## src/rtl/spi_cs_pkg.sv

```systemverilog
package spi_cs_pkg;

    typedef enum logic [2:0] {
        ST_IDLE,
        ST_LEAD,
        ST_HIGH,
        ST_LOW,
        ST_TAIL
    } spi_state_e;

endpackage

```

## src/rtl/spi_cs_phase_calc.sv

```systemverilog
module spi_cs_phase_calc #(
    parameter int DIV_W = 8,
    parameter int CNT_W = DIV_W + 2
) (
    input  logic [DIV_W-1:0] div_i,
    output logic [CNT_W-1:0] low_len_o,
    output logic [CNT_W-1:0] high_len_o
);

    logic [CNT_W-1:0] div_ext;
    logic [CNT_W-1:0] period;

    always_comb begin
        div_ext = CNT_W'(div_i);
        period  = (div_ext + CNT_W'(1)) << 1;
        if ((div_i == '0) || div_i[0]) begin
            low_len_o = div_ext + CNT_W'(1);
        end else begin
            low_len_o = div_ext;
        end
        high_len_o = period - low_len_o;
    end


    always_comb begin
        low_phase_nonzero_chk: assert (low_len_o != '0 || $isunknown(div_i));
    end

endmodule

```

## src/rtl/spi_cs_timer.sv

```systemverilog
module spi_cs_timer #(
    parameter int CNT_W = 10
) (
    input  logic             clk_i,
    input  logic             rst_ni,
    input  logic             load_i,
    input  logic [CNT_W-1:0] load_val_i,
    output logic             expire_o
);

    logic [CNT_W-1:0] cnt_d, cnt_q;

    always_comb begin
        cnt_d = cnt_q;
        if (load_i) begin
            cnt_d = load_val_i;
        end else if (cnt_q != '0) begin
            cnt_d = cnt_q - CNT_W'(1);
        end
    end

    always_ff @(posedge clk_i or negedge rst_ni) begin
        if (!rst_ni) begin
            cnt_q <= '0;
        end else begin
            cnt_q <= cnt_d;
        end
    end

    assign expire_o = (cnt_q == '0);


    cnt_step_chk: assert property (@(posedge clk_i) disable iff (!rst_ni)
        (!load_i && cnt_q != '0) |=> (cnt_q == $past(cnt_q) - CNT_W'(1)));

endmodule

```

## src/rtl/spi_cs_shifter.sv

```systemverilog
module spi_cs_shifter #(
    parameter int MAX_W = 32,
    parameter int LEN_W = 6
) (
    input  logic             clk_i,
    input  logic             rst_ni,
    input  logic             load_i,
    input  logic [MAX_W-1:0] tx_i,
    input  logic [LEN_W-1:0] len_i,
    input  logic             shift_i,
    input  logic             sample_i,
    input  logic             sdi_i,
    output logic             msb_o,
    output logic [MAX_W-1:0] rx_o
);

    typedef struct packed {
        logic [MAX_W-1:0] tx;
        logic [MAX_W-1:0] rx;
    } shreg_t;

    shreg_t           sh_d, sh_q;
    logic [LEN_W-1:0] align;

    always_comb begin
        sh_d  = sh_q;
        align = LEN_W'(MAX_W) - len_i;
        if (load_i) begin
            sh_d.tx = tx_i << align;
            sh_d.rx = '0;
        end else begin
            if (shift_i) begin
                sh_d.tx = {sh_q.tx[MAX_W-2:0], 1'b0};
            end
            if (sample_i) begin
                sh_d.rx = {sh_q.rx[MAX_W-2:0], sdi_i};
            end
        end
    end

    always_ff @(posedge clk_i or negedge rst_ni) begin
        if (!rst_ni) begin
            sh_q <= '0;
        end else begin
            sh_q <= sh_d;
        end
    end

    assign msb_o = sh_q.tx[MAX_W-1];
    assign rx_o  = sh_q.rx;


    edge_exclusive_chk: assert property (@(posedge clk_i) disable iff (!rst_ni)
        !(shift_i && sample_i));

endmodule

```

## src/rtl/spi_cs_master.sv

```systemverilog
module spi_cs_master #(
    parameter int DIV_W = 8,
    parameter int MAX_W = 32,
    parameter int MIN_W = 8,
    parameter int LEN_W = $clog2(MAX_W + 1)
) (
    input  logic             clk_i,
    input  logic             rst_ni,
    input  logic [DIV_W-1:0] div_i,
    input  logic [LEN_W-1:0] len_i,
    input  logic [MAX_W-1:0] tx_data_i,
    input  logic             start_i,
    output logic [MAX_W-1:0] rx_data_o,
    output logic             done_o,
    output logic             sclk_o,
    output logic             sel_n_o,
    output logic             sdo_o,
    output logic             sdo_oe_o,
    input  logic             sdi_i
);

    import spi_cs_pkg::*;

    localparam int CNT_W = DIV_W + 2;

    typedef struct packed {
        spi_state_e       st;
        logic [LEN_W-1:0] nbits;
        logic [LEN_W-1:0] bits;
        logic [DIV_W-1:0] div;
        logic             sclk;
        logic             sel_n;
        logic             oe;
        logic             done;
        logic [MAX_W-1:0] rx;
    } ctl_t;

    ctl_t             c_d, c_q;
    logic [LEN_W-1:0] eff_len;
    logic [DIV_W-1:0] div_use;
    logic [CNT_W-1:0] low_len, high_len;
    logic             tmr_load;
    logic [CNT_W-1:0] tmr_val;
    logic             tmr_expire;
    logic             tx_load, tx_shift, rx_sample;
    logic             tx_msb;
    logic [MAX_W-1:0] rx_shreg;

    always_comb begin
        if (len_i < LEN_W'(MIN_W)) begin
            eff_len = LEN_W'(MIN_W);
        end else if (len_i > LEN_W'(MAX_W)) begin
            eff_len = LEN_W'(MAX_W);
        end else begin
            eff_len = len_i;
        end
    end

    assign div_use = (c_q.st == ST_IDLE) ? div_i : c_q.div;

    spi_cs_phase_calc #(
        .DIV_W(DIV_W),
        .CNT_W(CNT_W)
    ) phase_i (
        .div_i     (div_use),
        .low_len_o (low_len),
        .high_len_o(high_len)
    );

    spi_cs_timer #(
        .CNT_W(CNT_W)
    ) timer_i (
        .clk_i     (clk_i),
        .rst_ni    (rst_ni),
        .load_i    (tmr_load),
        .load_val_i(tmr_val),
        .expire_o  (tmr_expire)
    );

    spi_cs_shifter #(
        .MAX_W(MAX_W),
        .LEN_W(LEN_W)
    ) shifter_i (
        .clk_i   (clk_i),
        .rst_ni  (rst_ni),
        .load_i  (tx_load),
        .tx_i    (tx_data_i),
        .len_i   (eff_len),
        .shift_i (tx_shift),
        .sample_i(rx_sample),
        .sdi_i   (sdi_i),
        .msb_o   (tx_msb),
        .rx_o    (rx_shreg)
    );

    always_comb begin
        c_d       = c_q;
        c_d.done  = 1'b0;
        tmr_load  = 1'b0;
        tmr_val   = low_len - CNT_W'(1);
        tx_load   = 1'b0;
        tx_shift  = 1'b0;
        rx_sample = 1'b0;
        unique case (c_q.st)
            ST_IDLE: begin
                if (start_i) begin
                    c_d.st    = ST_LEAD;
                    c_d.div   = div_i;
                    c_d.nbits = eff_len;
                    c_d.bits  = '0;
                    c_d.sel_n = 1'b0;
                    c_d.oe    = 1'b1;
                    c_d.sclk  = 1'b0;
                    tmr_load  = 1'b1;
                    tmr_val   = low_len - CNT_W'(1);
                    tx_load   = 1'b1;
                end
            end
            ST_LEAD: begin
                if (tmr_expire) begin
                    c_d.st   = ST_HIGH;
                    c_d.sclk = 1'b1;
                    tmr_load = 1'b1;
                    tmr_val  = high_len - CNT_W'(1);
                end
            end
            ST_HIGH: begin
                if (tmr_expire) begin
                    c_d.sclk  = 1'b0;
                    rx_sample = 1'b1;
                    tmr_load  = 1'b1;
                    tmr_val   = low_len - CNT_W'(1);
                    if (c_q.bits == c_q.nbits - LEN_W'(1)) begin
                        c_d.st = ST_TAIL;
                    end else begin
                        c_d.st   = ST_LOW;
                        c_d.bits = c_q.bits + LEN_W'(1);
                    end
                end
            end
            ST_LOW: begin
                if (tmr_expire) begin
                    c_d.st   = ST_HIGH;
                    c_d.sclk = 1'b1;
                    tx_shift = 1'b1;
                    tmr_load = 1'b1;
                    tmr_val  = high_len - CNT_W'(1);
                end
            end
            ST_TAIL: begin
                if (tmr_expire) begin
                    c_d.st    = ST_IDLE;
                    c_d.sel_n = 1'b1;
                    c_d.oe    = 1'b0;
                    c_d.done  = 1'b1;
                    c_d.rx    = rx_shreg;
                end
            end
            default: begin
                c_d.st = ST_IDLE;
            end
        endcase
    end

    always_ff @(posedge clk_i or negedge rst_ni) begin
        if (!rst_ni) begin
            c_q       <= '0;
            c_q.st    <= ST_IDLE;
            c_q.sel_n <= 1'b1;
        end else begin
            c_q <= c_d;
        end
    end

    assign rx_data_o = c_q.rx;
    assign done_o    = c_q.done;
    assign sclk_o    = c_q.sclk;
    assign sel_n_o   = c_q.sel_n;
    assign sdo_oe_o  = c_q.oe;
    assign sdo_o     = c_q.oe & tx_msb;


    clk_only_selected_chk: assert property (@(posedge clk_i) disable iff (!rst_ni)
        sclk_o |-> !sel_n_o);


    oe_follows_sel_chk: assert property (@(posedge clk_i) disable iff (!rst_ni)
        sdo_oe_o == !sel_n_o);


    sdo_steady_high_chk: assert property (@(posedge clk_i) disable iff (!rst_ni)
        (sclk_o && $past(sclk_o)) |-> $stable(sdo_o));


    done_single_chk: assert property (@(posedge clk_i) disable iff (!rst_ni)
        done_o |=> !done_o);


    done_with_release_chk: assert property (@(posedge clk_i) disable iff (!rst_ni)
        $rose(sel_n_o) |-> done_o);


    div_hold_chk: assert property (@(posedge clk_i) disable iff (!rst_ni)
        (c_q.st != ST_IDLE && $past(c_q.st != ST_IDLE)) |-> $stable(c_q.div));

endmodule

```

## config.mk

```make
export PLATFORM = sky130hd
export DESIGN_NAME = spi_cs_master
export DESIGN_NICKNAME = d
export VERILOG_FILES = /design/src/rtl/spi_cs_pkg.sv /design/src/rtl/spi_cs_phase_calc.sv /design/src/rtl/spi_cs_timer.sv /design/src/rtl/spi_cs_shifter.sv /design/src/rtl/spi_cs_master.sv
export SDC_FILE = /design/constraint.sdc
export NUM_CORES = 1
export LEC_CHECK = 0
export BUFFER_PORTS_ARGS = -buffer_cell sky130_fd_sc_hd__buf_2
export CORE_ASPECT_RATIO = 1.5
export CORE_MARGIN = 3
export CORE_UTILIZATION = 59
export DETAILED_ROUTE_END_ITERATION = 7
export PLACE_DENSITY = 0.91
export SLEW_MARGIN = 25
export SYNTH_ARGS = -nofsm -noshare
export SYNTH_HDL_FRONTEND = slang
export SYNTH_SLANG_ARGS = --single-unit
```

## constraint.sdc

```tcl
create_clock -name clk_i -period 5.25 [get_ports clk_i]
set_input_delay 0.525 -clock clk_i [delete_from_list [all_inputs] [get_ports clk_i]]
set_output_delay 0.525 -clock clk_i [all_outputs]
set_load 0.005 [all_outputs]
```

==> metrics <==
Post-synth EDFFs=0; gp weighted congestion=0.925; max-slew violation count=0; Post-CTS Setup Repair Bufs=0; DRT Wirelength=20.5 mm; clock sink total=133; syn_nets=997; mapped cell area=8940 um^2; sequential share of the synthesized area=0.372; Total GRT Usage=0.253; final-report setup violation count=0; CTS max path bufs=2; Post-Synthesis Cells=933; Rows=54; routed length per placed instance=17.6 um; CP startpoint=c_q[57]$_DFFE_PN0P_; worst skew pair latency=430 ps; grt ovf=0; CTS tree=yes; worst slack, placed=872 ps; CP Data Required Time=5610 ps; maxcap violations=0; crit path DAT=4830 ps; antenna diode count=0; dpl cells=1134; number of fill cells=1172; worst hold path startpoint=div_i[5]; Worst Skew=10.1 ps; PwrDens=454 nW/um^2; Synth Register Bits=133; DR iter-0 viols=436; H-tree levels=4; startpoint class of the critical path=flop; Area Growth Syn to Fin=10.0%; unrepaired setup endpoints after global routing=false; final antenna-violating net count=0; num ports=87; primary flip-flop cell chosen by synthesis mapping=dfrtp_1; Hold-fix buffers, CTS=1; Die W=107 um; vias in the first global route=7119; Initial Utilization=0.607; antenna violations before repair=0; unique cell type count in the Yosys netlist=72; port bufs=86; count leader, synth=nand2_1; Hold WS=367 ps; nature of the critical path endpoint=flop; outcome=completed; DRT Pass-1 Iters=5; Setup WS post-layout=783 ps; Static Leak=0.00459 uW; die height=157 um; worst ir drop on vdd=0.228 mV; share of post-route cells with drive strength above 1=0.235; YS warnings=0; synth top area cells=dfrtp_1 37%, mux4_2 7.8%, mux2i_1 7.3%, nand2_1 6.3%, mux2_2 4.8%; Detailed Place HPWL=14.7 mm; Tcrit/Tclk final=0.851; worst slew pin tran=900 ps; Setup TNS=0 ps; fmax=224 MHz; Non-Filler Instances=1167; # DRC=0; routed vias=7197; min Tclk post-route=4470 ps; worst setup path class=flop to flop; vias per inst=6.17; root buffer cell=clkbuf_16; die area=16700 um^2; core area=14700 um^2; largest net degree at the start of global routing=59; relative slew slack=0.396; CTS Buf Count=17; Power Total=4470 uW; Synth Area per Inst=9.58 um^2; nets@finish=1022; global-route wire length before repair=34.1 mm; Critical R2R Launch=c_q[57]$_DFFE_PN0P_; top cell type's share of synthesized area=0.369; clk slew on worst S/H paths=70 ps; CP max FO=15; Reg2Reg Setup Slack=780 ps; biggest area consumer among synthesized cells=dfrtp_1; Async SR Flop Fraction=1.00; hold crit path type=primary input to flop; Post-synth top cells=150 x nand2_1, 132 x dfrtp_1, 65 x mux2i_1, 61 x a21oi_1, 45 x o21ai_0; number of gates resized after cts=0; Hold Vio Cnt, Final=0
[where the power goes]
group          switching (uW)  leakage [uW]  total [uW]  internal (uW)
sequential                284       0.00170        1610           1320
clock                     526      0.000291        1210            682
combinational             923       0.00260        1660            732
total                    1730       0.00459        4470           2740
[registers in the layout, indices dropped and copies added, names as in the netlist]
name,cells
sclk_o,1
sdo_oe_o,1
shifter_i.msb_o,1
done_o,1
rx_data_o,32
timer_i.cnt_q,10
c_q,23
shifter_i.rx_o,32
shifter_i.sh_q,31
sel_n_o,1
[final cells by class]
| type | count | area [um^2] | area share |
|---|---|---|---|
| Multi-Input combinational cell | 686 | 5040 | 0.512 |
| Sequential cell | 133 | 3330 | 0.339 |
| Timing Repair Buffer | 99 | 537 | 0.0546 |
| Clock buffer | 17 | 425 | 0.0433 |
| Tap cell | 196 | 245 | 0.0249 |
| Clock inverter | 15 | 183 | 0.0186 |
| Inverter | 21 | 78.8 | 0.00801 |
[worst max-delay path, cell delays in order (launching register included)]
cell      delay, ps
dfrtp_1         560
or3_1           500
mux2i_4         240
inv_1            90
ha_1            460
nand3_1         120
mux2_2          320
a31oi_1         180
xnor2_1         230
inv_1           120
ha_1            330
inv_1            70
a41oi_1         150
o21ai_0         100
a221oi_1        390
o211ai_1        210
a21oi_1         210
nand3b_1        120
[kinds of logic after synthesis]
family	after synthesis	synth area share
compound gates	188	0.132
xor+xnor	38	0.0372
fa+ha+maj	15	0.0217
buf+inv	114	0.0673
flops	133	0.372
mux	136	0.204
simple gates	309	0.165
[layer usage]
layer	vias to the layer above	share of wire	global-route usage
li1	3388	-	-
met1	3512	0.38	0.279
met2	219	0.54	0.461
met3	78	0.035	0.0392
met4	0	0.049	0.141
met5	-	0	0
[metrics by stage]
| step | utilization | instance area (um^2) |
|---|---|---|
| finish | 0.668 | 9840 |
| global route | 0.668 | 9840 |
| CTS | 0.667 | 9820 |
| detailed placement | 0.625 | 9210 |
| global placement | 0.624 | 9200 |
| floorplan | - | 8940 |
[cells in the final DEF, fill, tap and decap left out, types with 31 or more instances in the layout]
cell type	instances
buf_2	85
nand2_1	150
mux4_2	31
mux2_2	38
mux2i_1	65
nor2_1	44
nand3_1	33
a21oi_1	61
dfrtp_1	132
o21ai_0	44
[path summary, 6_finish.rpt]
check / to / cells past startpoint
max in group asynchronous: shifter_i.sh_q[35]$_DFFE_PN0P_ / 3
max reg2reg: timer_i.cnt_q[9]$_DFFE_PN0P_ / 17
min reg2reg: sclk_o$_DFFE_PN0P_ / 2
min in group asynchronous: shifter_i.rx_o[15]$_DFFE_PN0P_ / 2
max: timer_i.cnt_q[9]$_DFFE_PN0P_ / 17
min: c_q[41]$_DFFE_PN0P_ / 3
Note: power is estimated with default switching activity, not from simulation.
